===== config.mk =====
export PLATFORM = sky130hd
export DESIGN_NAME = spi_port
export DESIGN_NICKNAME = d
export VERILOG_FILES = /design/src/rtl/spi_port.sv
export SDC_FILE = /design/constraint.sdc
export NUM_CORES = 1
export LEC_CHECK = 0
export ABC_CLOCK_PERIOD_IN_PS = 1900
export BUFFER_PORTS_ARGS = -buffer_cell sky130_fd_sc_hd__buf_2
export CORE_MARGIN = 8
export CORE_UTILIZATION = 35
export DETAILED_ROUTE_END_ITERATION = 10
export GPL_TIMING_DRIVEN = 0
export HOLD_SLACK_MARGIN = 0.03
export PLACE_DENSITY_LB_ADDON = 0.2
export SYNTH_ARGS = -nofsm -noshare
export SYNTH_HDL_FRONTEND = slang
export SYNTH_SLANG_ARGS = --single-unit

===== constraint.sdc =====
create_clock -name clk -period 1.9 [get_ports clk]
set_input_delay 0.285 -clock clk [delete_from_list [all_inputs] [get_ports clk]]
set_output_delay 0.285 -clock clk [all_outputs]
set_load 0.03 [all_outputs]

===== src/rtl/spi_port.sv =====
module spi_port #(
  parameter int DW = 8
) (
  input  logic          clk,
  input  logic          rst_n,
  input  logic          bus_rd,
  input  logic          bus_wr,
  input  logic [1:0]    bus_addr,
  input  logic [DW-1:0] bus_wdata,
  output logic [DW-1:0] bus_rdata,
  output logic          sck_o,
  input  logic          sck_i,
  output logic          sdo,
  input  logic          sdi,
  input  logic          ss_n,
  output logic          ovr_o
);
  localparam int CW = $clog2(DW);

  logic en, mst;
  logic [1:0] rate;
  logic spif, wcol, modf, spif_arm, wcol_arm, modf_arm;
  logic [DW-1:0] sh, rxb;
  logic busy, sck_r, samp;
  logic [CW-1:0] bits;
  logic [3:0] div, lim;
  logic [2:0] sck_sy;
  logic [1:0] ss_sy;
  logic wr_d, rd_d, acc_d, rd_s, wr_c, ss_low, sl, tick, rise, fall, done, fault, start, collide;
  logic [DW-1:0] ctrl_v, stat_v;

  assign wr_d    = bus_wr & (bus_addr == 2'd2);
  assign rd_d    = bus_rd & (bus_addr == 2'd2);
  assign acc_d   = wr_d | rd_d;
  assign rd_s    = bus_rd & (bus_addr == 2'd1);
  assign wr_c    = bus_wr & (bus_addr == 2'd0);
  assign ss_low  = ~ss_sy[1];
  assign sl      = en & ~mst & ss_low;
  assign tick    = busy & mst & (div == lim);
  assign rise    = mst ? (tick & ~sck_r) : (sl & sck_sy[1] & ~sck_sy[2]);
  assign fall    = mst ? (tick & sck_r) : (sl & busy & ~sck_sy[1] & sck_sy[2]);
  assign done    = fall & (bits == CW'(DW - 1));
  assign fault   = en & mst & ss_low;
  assign start   = wr_d & en & mst & ~busy;
  assign collide = wr_d & busy;
  assign sck_o   = sck_r;
  assign sdo     = sh[DW-1];

  always_comb begin
    case (rate)
      2'd0:    lim = 4'd0;
      2'd1:    lim = 4'd1;
      2'd2:    lim = 4'd7;
      default: lim = 4'd15;
    endcase
    ctrl_v = '0;
    ctrl_v[6] = en;
    ctrl_v[4] = mst;
    ctrl_v[1:0] = rate;
    stat_v = '0;
    stat_v[7] = spif;
    stat_v[6] = wcol;
    stat_v[4] = modf;
    case (bus_addr)
      2'd0:    bus_rdata = ctrl_v;
      2'd1:    bus_rdata = stat_v;
      2'd2:    bus_rdata = rxb;
      default: bus_rdata = '0;
    endcase
  end

  always_ff @(posedge clk or negedge rst_n) begin
    if (!rst_n) begin
      en <= 1'b0; mst <= 1'b0; rate <= 2'd0;
      spif <= 1'b0; wcol <= 1'b0; modf <= 1'b0;
      spif_arm <= 1'b0; wcol_arm <= 1'b0; modf_arm <= 1'b0;
      sh <= '0; rxb <= '0; busy <= 1'b0; sck_r <= 1'b0; samp <= 1'b0;
      bits <= '0; div <= '0; sck_sy <= '0; ss_sy <= 2'b11; ovr_o <= 1'b0;
    end else begin
      ss_sy  <= {ss_sy[0], ss_n};
      sck_sy <= {sck_sy[1:0], sck_i};
      ovr_o  <= 1'b0;
      if (rd_s) begin
        if (spif) spif_arm <= 1'b1;
        if (wcol) wcol_arm <= 1'b1;
        if (modf) modf_arm <= 1'b1;
      end
      if (acc_d && spif_arm) begin spif <= 1'b0; spif_arm <= 1'b0; end
      if (acc_d && wcol_arm) begin wcol <= 1'b0; wcol_arm <= 1'b0; end
      if (wr_c && modf_arm) begin modf <= 1'b0; modf_arm <= 1'b0; end
      if (collide) wcol <= 1'b1;
      if (busy && mst) begin
        div <= tick ? '0 : div + 4'd1;
        if (tick) sck_r <= ~sck_r;
      end
      if (rise) begin samp <= sdi; busy <= 1'b1; end
      if (fall) begin sh <= {sh[DW-2:0], samp}; bits <= bits + 1'b1; end
      if (done) begin
        busy <= 1'b0;
        bits <= '0;
        spif <= 1'b1;
        if (spif) ovr_o <= 1'b1;
        else rxb <= {sh[DW-2:0], samp};
      end
      if (start) begin
        sh <= bus_wdata; busy <= 1'b1; bits <= '0; div <= '0; sck_r <= 1'b0;
      end else if (wr_d && !busy && !mst) begin
        sh <= bus_wdata;
      end
      if (!mst && !ss_low) begin busy <= 1'b0; bits <= '0; end
      if (wr_c) begin
        en <= bus_wdata[6]; mst <= bus_wdata[4]; rate <= bus_wdata[1:0];
        busy <= 1'b0; bits <= '0; div <= '0; sck_r <= 1'b0;
      end
      if (fault) begin
        en <= 1'b0; mst <= 1'b0; busy <= 1'b0; bits <= '0; div <= '0; sck_r <= 1'b0;
        modf <= 1'b1;
      end
    end
  end
endmodule



After elaboration in Yosys (flattened, before gate mapping)
Index checks and enable logic that the tools add are counted.
{"block": "op_classes", "n_div": 0, "n_eq_ne": 6, "magnitude_cmp": 0, "n_shift": 0, "n_mux": 50, "n_bitwise": 30, "addsub": 2, "reduce_logical": 31, "multipliers": 0}
{"cell": "2-to-1 mux 1 bit", "n": 34}
{"cell": "2-to-1 mux 8 bit", "n": 3}
{"cell": "case mux 8 bit (3 select lines)", "n": 1}
{"cell": "AND 1 bit", "n": 22}
{"cell": "2-to-1 mux 4 bit", "n": 5}
{"cell": "nonzero test 2 bit", "n": 10}
{"cell": "2-to-1 mux 3 bit", "n": 6}
{"cell": "case mux 4 bit (3 select lines)", "n": 1}
{"cell": "nonzero test 6 bit", "n": 2}
{"cell": "AND reduction 2 bit", "n": 5}
{"cell": "nonzero test 4 bit", "n": 2}
{"cell": "logical AND 1 bit", "n": 7}
{"cell": "inverter 1 bit", "n": 7}
{"cell": "adder 4 x 1 -> 4 bit (second input constant)", "n": 1}
{"cell": "== test 2 x 1 -> 1 bit (second input constant)", "n": 2}
{"cell": "== test 2 bit (second input constant)", "n": 2}
{"cell": "== test 4 bit", "n": 1}
{"cell": "logical NOT 2 bit", "n": 2}
{"cell": "adder 3 x 1 -> 3 bit (second input constant)", "n": 1}
{"cell": "== test 3 bit (second input constant)", "n": 1}
{"cell": "nonzero test 3 bit", "n": 1}
{"cell": "logical NOT 1 bit", "n": 2}
{"cell": "bitwise OR 1 bit", "n": 1}
{"block": "word_totals", "reg_bits": 42, "mem_count": 0, "out_inout_bits": 11, "latch_bits": 0, "word_cells": 138, "ramBits": 0, "input_bits": 17, "romBits": 0}

Logic depth before layout (Yosys ltp)
{"block": "logic_depth", "depth_word": 13, "depth_mapped": 7}

Worst setup path after synthesis
Ideal clock, no wire load.
{"block": "synth_path", "path_type": "register to register", "from": "register mst", "to": "register rxb[0]", "n_path_buf": 1, "setup_slack_ps": -104, "t_arrival_ps": 1880, "stages_incl_launch_ff": 7, "cell_sequence": "dfrtp_1 -> buf_2 -> or3b_1 -> nor3_2 -> a31oi_2 -> nor3b_4 -> mux2_2"}
{"block": "synth_between", "elab_chain_cells": 9, "word_cells_on_any_way": 12, "classes_between": "1 x mux; 10 x bitwise; 1 x reduce/logical"}
{"item": "start, declared", "line_no": "20", "source": "logic en, mst;"}
{"item": "start signal, assigned", "line_no": "112", "source": "en <= bus_wdata[6]; mst <= bus_wdata[4]; rate <= bus_wdata[1:0];"}
{"item": "inverter 1 bit", "line_no": "38", "source": "assign sl = en & ~mst & ss_low;"}
{"item": "AND 1 bit (2 in series)", "line_no": "38"}
{"item": "AND 1 bit (3 in series)", "line_no": "41", "source": "assign fall = mst ? (tick & sck_r) : (sl & busy & ~sck_sy[1] & sck_sy[2]);"}
{"item": "2-to-1 mux 1 bit *", "line_no": "41"}
{"item": "AND 1 bit *", "line_no": "42", "source": "assign done = fall & (bits == CW'(DW - 1));"}
{"item": "AND reduction 2 bit (no line) *"}
{"item": "end signal, assigned", "line_no": "103", "source": "else rxb <= {sh[DW-2:0], samp};"}
{"item": "end, declared", "line_no": "23", "source": "logic [DW-1:0] sh, rxb;"}
Every way passes the cells marked *; elsewhere a longest branch is shown, timed or not.
A chain may end at the register's enable or synchronous reset.

Final worst setup path
{"block": "layout_path", "from": "register div[0]", "to": "register rxb[2]"}
{"block": "layout_between", "elab_chain_cells": 6}
{"item": "start, declared", "line_no": "26", "source": "logic [3:0] div, lim;"}
{"item": "start signal, assigned", "line_no": "93", "source": "div <= tick ? '0 : div + 4'd1;"}
{"item": "== test 4 bit", "line_no": "39", "source": "assign tick = busy & mst & (div == lim);"}
{"item": "AND 1 bit", "line_no": "39"}
{"item": "AND 1 bit", "line_no": "41"}
{"item": "2-to-1 mux 1 bit", "line_no": "41"}
{"item": "AND 1 bit", "line_no": "42"}
{"item": "AND reduction 2 bit (no line)"}
No other way between the ends.

==> flow_summary.yaml <==
status:
  status: "finished with violations"
  violations: "setup timing"
power:
  power.total_mw: 2.81
  vdd_drop_max_mv: 0.564
  power_density_mw_per_mm2: 1100
  power_leakage_nw: 1.22
clock_tree:
  cts_max_path_buffers: 2
  clkLatencyLatePin_ps: 290
  clk_pin_slew_worst_paths_ps: 80
  clockRootBuffer: "clkbuf_8"
  cts_inserted_buffers: 5
  cts_tree: "done"
  htree_levels: 2
  cts.sinks: 42
timing:
  min_period_ps: 1950
  fmax_mhz: 513
  max_slew.worst_pin.slew_ps: 946
  rsz0062_at_grt: "yes"
  fin_crit_sh_pct: 103
  skew_ps: 4.86
  hold_viol_final: 0
  drv_slew: 0
  setup_viol: 8
  maxSlewHeadroom_pct: 36.9
  fin_ws_ps: -49.3
setup_path:
  reg2reg_slack_ps: -50
  worstSetupEndpointType: "register"
  crit_start: "div[0]"
  reg2reg_from: "div[0]"
  crit_fanout: 8
  crit_path_start_kind: "register"
  r2r_end: "rxb[2]"
  cp-endpoint: "rxb[2]"
  crit_required_ps: 2080
  cp_data_arrival_time_ps: 2130
  path_class: "register to register"
  reg2reg_depth: 6
finish:
  antenna_cells: 0
  area_delta_synth_final_pct: 26.9
  drive_gt1_share_pct: 34.5
  final_cell_area_mm2: 0.00255
  fin_nets: 251
  final_cell_mix: "dfrtp_1 (36), buf_2 (26), nand2_1 (19), nor2_1 (19), mux2i_1 (14)"
  final_common_cell: "dfrtp_1"
placed_design:
  dp_hpwl_um: 3150
  dpl_cell_area_mm2: 0.00223
  place_congestion: 0.769
  numPortBuffers: 26
drt:
  wl_um: 4550
  wl_per_cell_um: 15.0
  avgViaCountPerCell: 5.06
  num_vias: 1537
  drt_iter0_drc: 65
  drcViolationCount: 0
  antenna_left: 0
  drt_pre_antenna_iters: 4
logic_synthesis:
  synth_ff_type: "dfrtp_1"
  synth_area_per_cell_um2: 10.8
  yosysWarnings: 0
  synth-edff-count: 0
  synth_cell_types: 38
  synthesis.area_mm2: 0.00201
  synth_cells: 187
  synth-seq-cells: 42
  syn_nets: 207
  ys_async_sr_fraction_pct: 100
  synth-seq-area-share_pct: 52.3
floorplan:
  dieArea_mm2: 0.00843
  start_util_pct: 36.3
  core_mm2: 0.00554
  fp.dieH_um: 91.8
  io_pins: 28
  dieWidth_um: 91.8
  rows: 27
hold_path:
  hold_path.class: "input pin to register"
global_route:
  grt_max_degree: 43
  grt_pass1_wl_um: 7810
  grtUsageTotal_pct: 11.4
  globalRoute.totalOverflow: 0
  antenna_found_initial: 0
  grt_pass1_vias: 1631
job:
  drv_cap: 0
[what timing repair did]
item / CTS / global route
pin swaps: 4 / 5
hold buffers: 0 / 0
endpoints found under the setup margin: 19 / 25
setup buffers: 8 / 4
endpoints found under the hold margin: 0 / 0
resized for setup: 20 / 12
[synth_stat cells, types with 2 or more instances]
cell,number,area (um^2)
a21o_1,3,22.5
a21oi_1,13,65.1
a22o_1,3,26.3
a31oi_1,2,12.5
and2_1,4,25.0
buf_2,2,10.0
clkbuf_1,3,11.3
dfrtp_1,40,1000
dfstp_2,2,52.6
ha_1,3,37.5
inv_1,4,15.0
mux2_2,11,124
mux2i_1,14,140
nand2_1,19,71.3
nand2b_1,3,18.8
nand3_1,2,10.0
nand4_1,2,12.5
nor2_1,20,75.1
nor2b_1,6,37.5
o21ai_0,9,45.0
or3b_1,2,17.5
or3b_2,2,17.5
xor2_1,3,26.3
[logic make-up (layout without fill, tap and decap cells)]
logic type / Yosys count / in the layout / share of synthesized area [%]
compound gates: 37 / 37 / 11.9
xor+xnor: 4 / 4 / 1.74
fa+ha+maj: 3 / 3 / 1.86
buf+inv: 9 / 54 / 1.80
flops: 42 / 42 / 52.3
mux: 25 / 25 / 13.1
simple gates: 67 / 67 / 17.2
[layer usage]
metal	vias to the layer above	track usage [%]	share of wire [%]
li1	741	-	-
met1	764	14.5	46
met2	27	18.2	48
met3	5	3.34	4.7
met4	0	3.49	0.86
met5	-	0	0
[sequential cells by signal, indices dropped and copies added, names as in the netlist]
name	cells
spif	1
wcol	1
sh	8
en	1
modf_arm	1
rxb	8
wcol_arm	1
div	4
rate	2
sck_o	1
mst	1
modf	1
ss_sy	2
sck_sy	3
samp	1
bits	3
spif_arm	1
busy	1
ovr_o	1
[worst max-delay path: stages (launching register included)]
cell      delay [ps]
dfrtp_2          410
or3b_4           400
o311ai_4         110
a31oi_4          190
nor3b_4          250
buf_12           170
mux2_4           300
[where the power goes]
| part | internal, mW | switching (mW) |
|---|---|---|
| sequential | 1.11 | 0.196 |
| combinational | 0.393 | 0.421 |
| clock | 0.393 | 0.302 |
[worst min-delay path by stage]
stage	startpoint	endpoint	slack [ps]	cells past startpoint
after global routing	ss_n	ss_sy[0]	70	1
after detailed placement	sck_sy[0]	sck_sy[1]	340	0
after global placement	sck_sy[0]	sck_sy[1]	330	0
final	ss_n	ss_sy[0]	90	1
after floorplan	rst_n	bits[0]	-10	0
after CTS	ss_n	ss_sy[0]	80	1
[stage by stage]
stage / worst slack (ps) / util [%] / hold WS (ps) / setup TNS [ps] / std cells
3_5_place_dp: -387 / 40.3 / 336 / -5950 / 285
3_3_place_gp: -384 / 40.3 / 333 / -5730 / 285
2_1_floorplan: -104 / - / -10.6 / -834 / 187
5_1_grt: -119 / 46.1 / 71.5 / -1630 / 304
4_1_cts: -81.6 / 44.9 / 76.6 / -1130 / 300
6_report: -49.3 / 46.1 / 90.2 / -367 / 304
[layout make-up]
class	count	area, um^2
fillers	561	2990
flip-flops and latches	42	1060
multi-input cells	136	1030
repair buffers	38	236
well taps	72	90.1
clock buffers	7	76.3
clock inverters	1	30.0
plain buffers	4	20.0
inverters	4	15.0
Power figures use the tool's default switching activity.
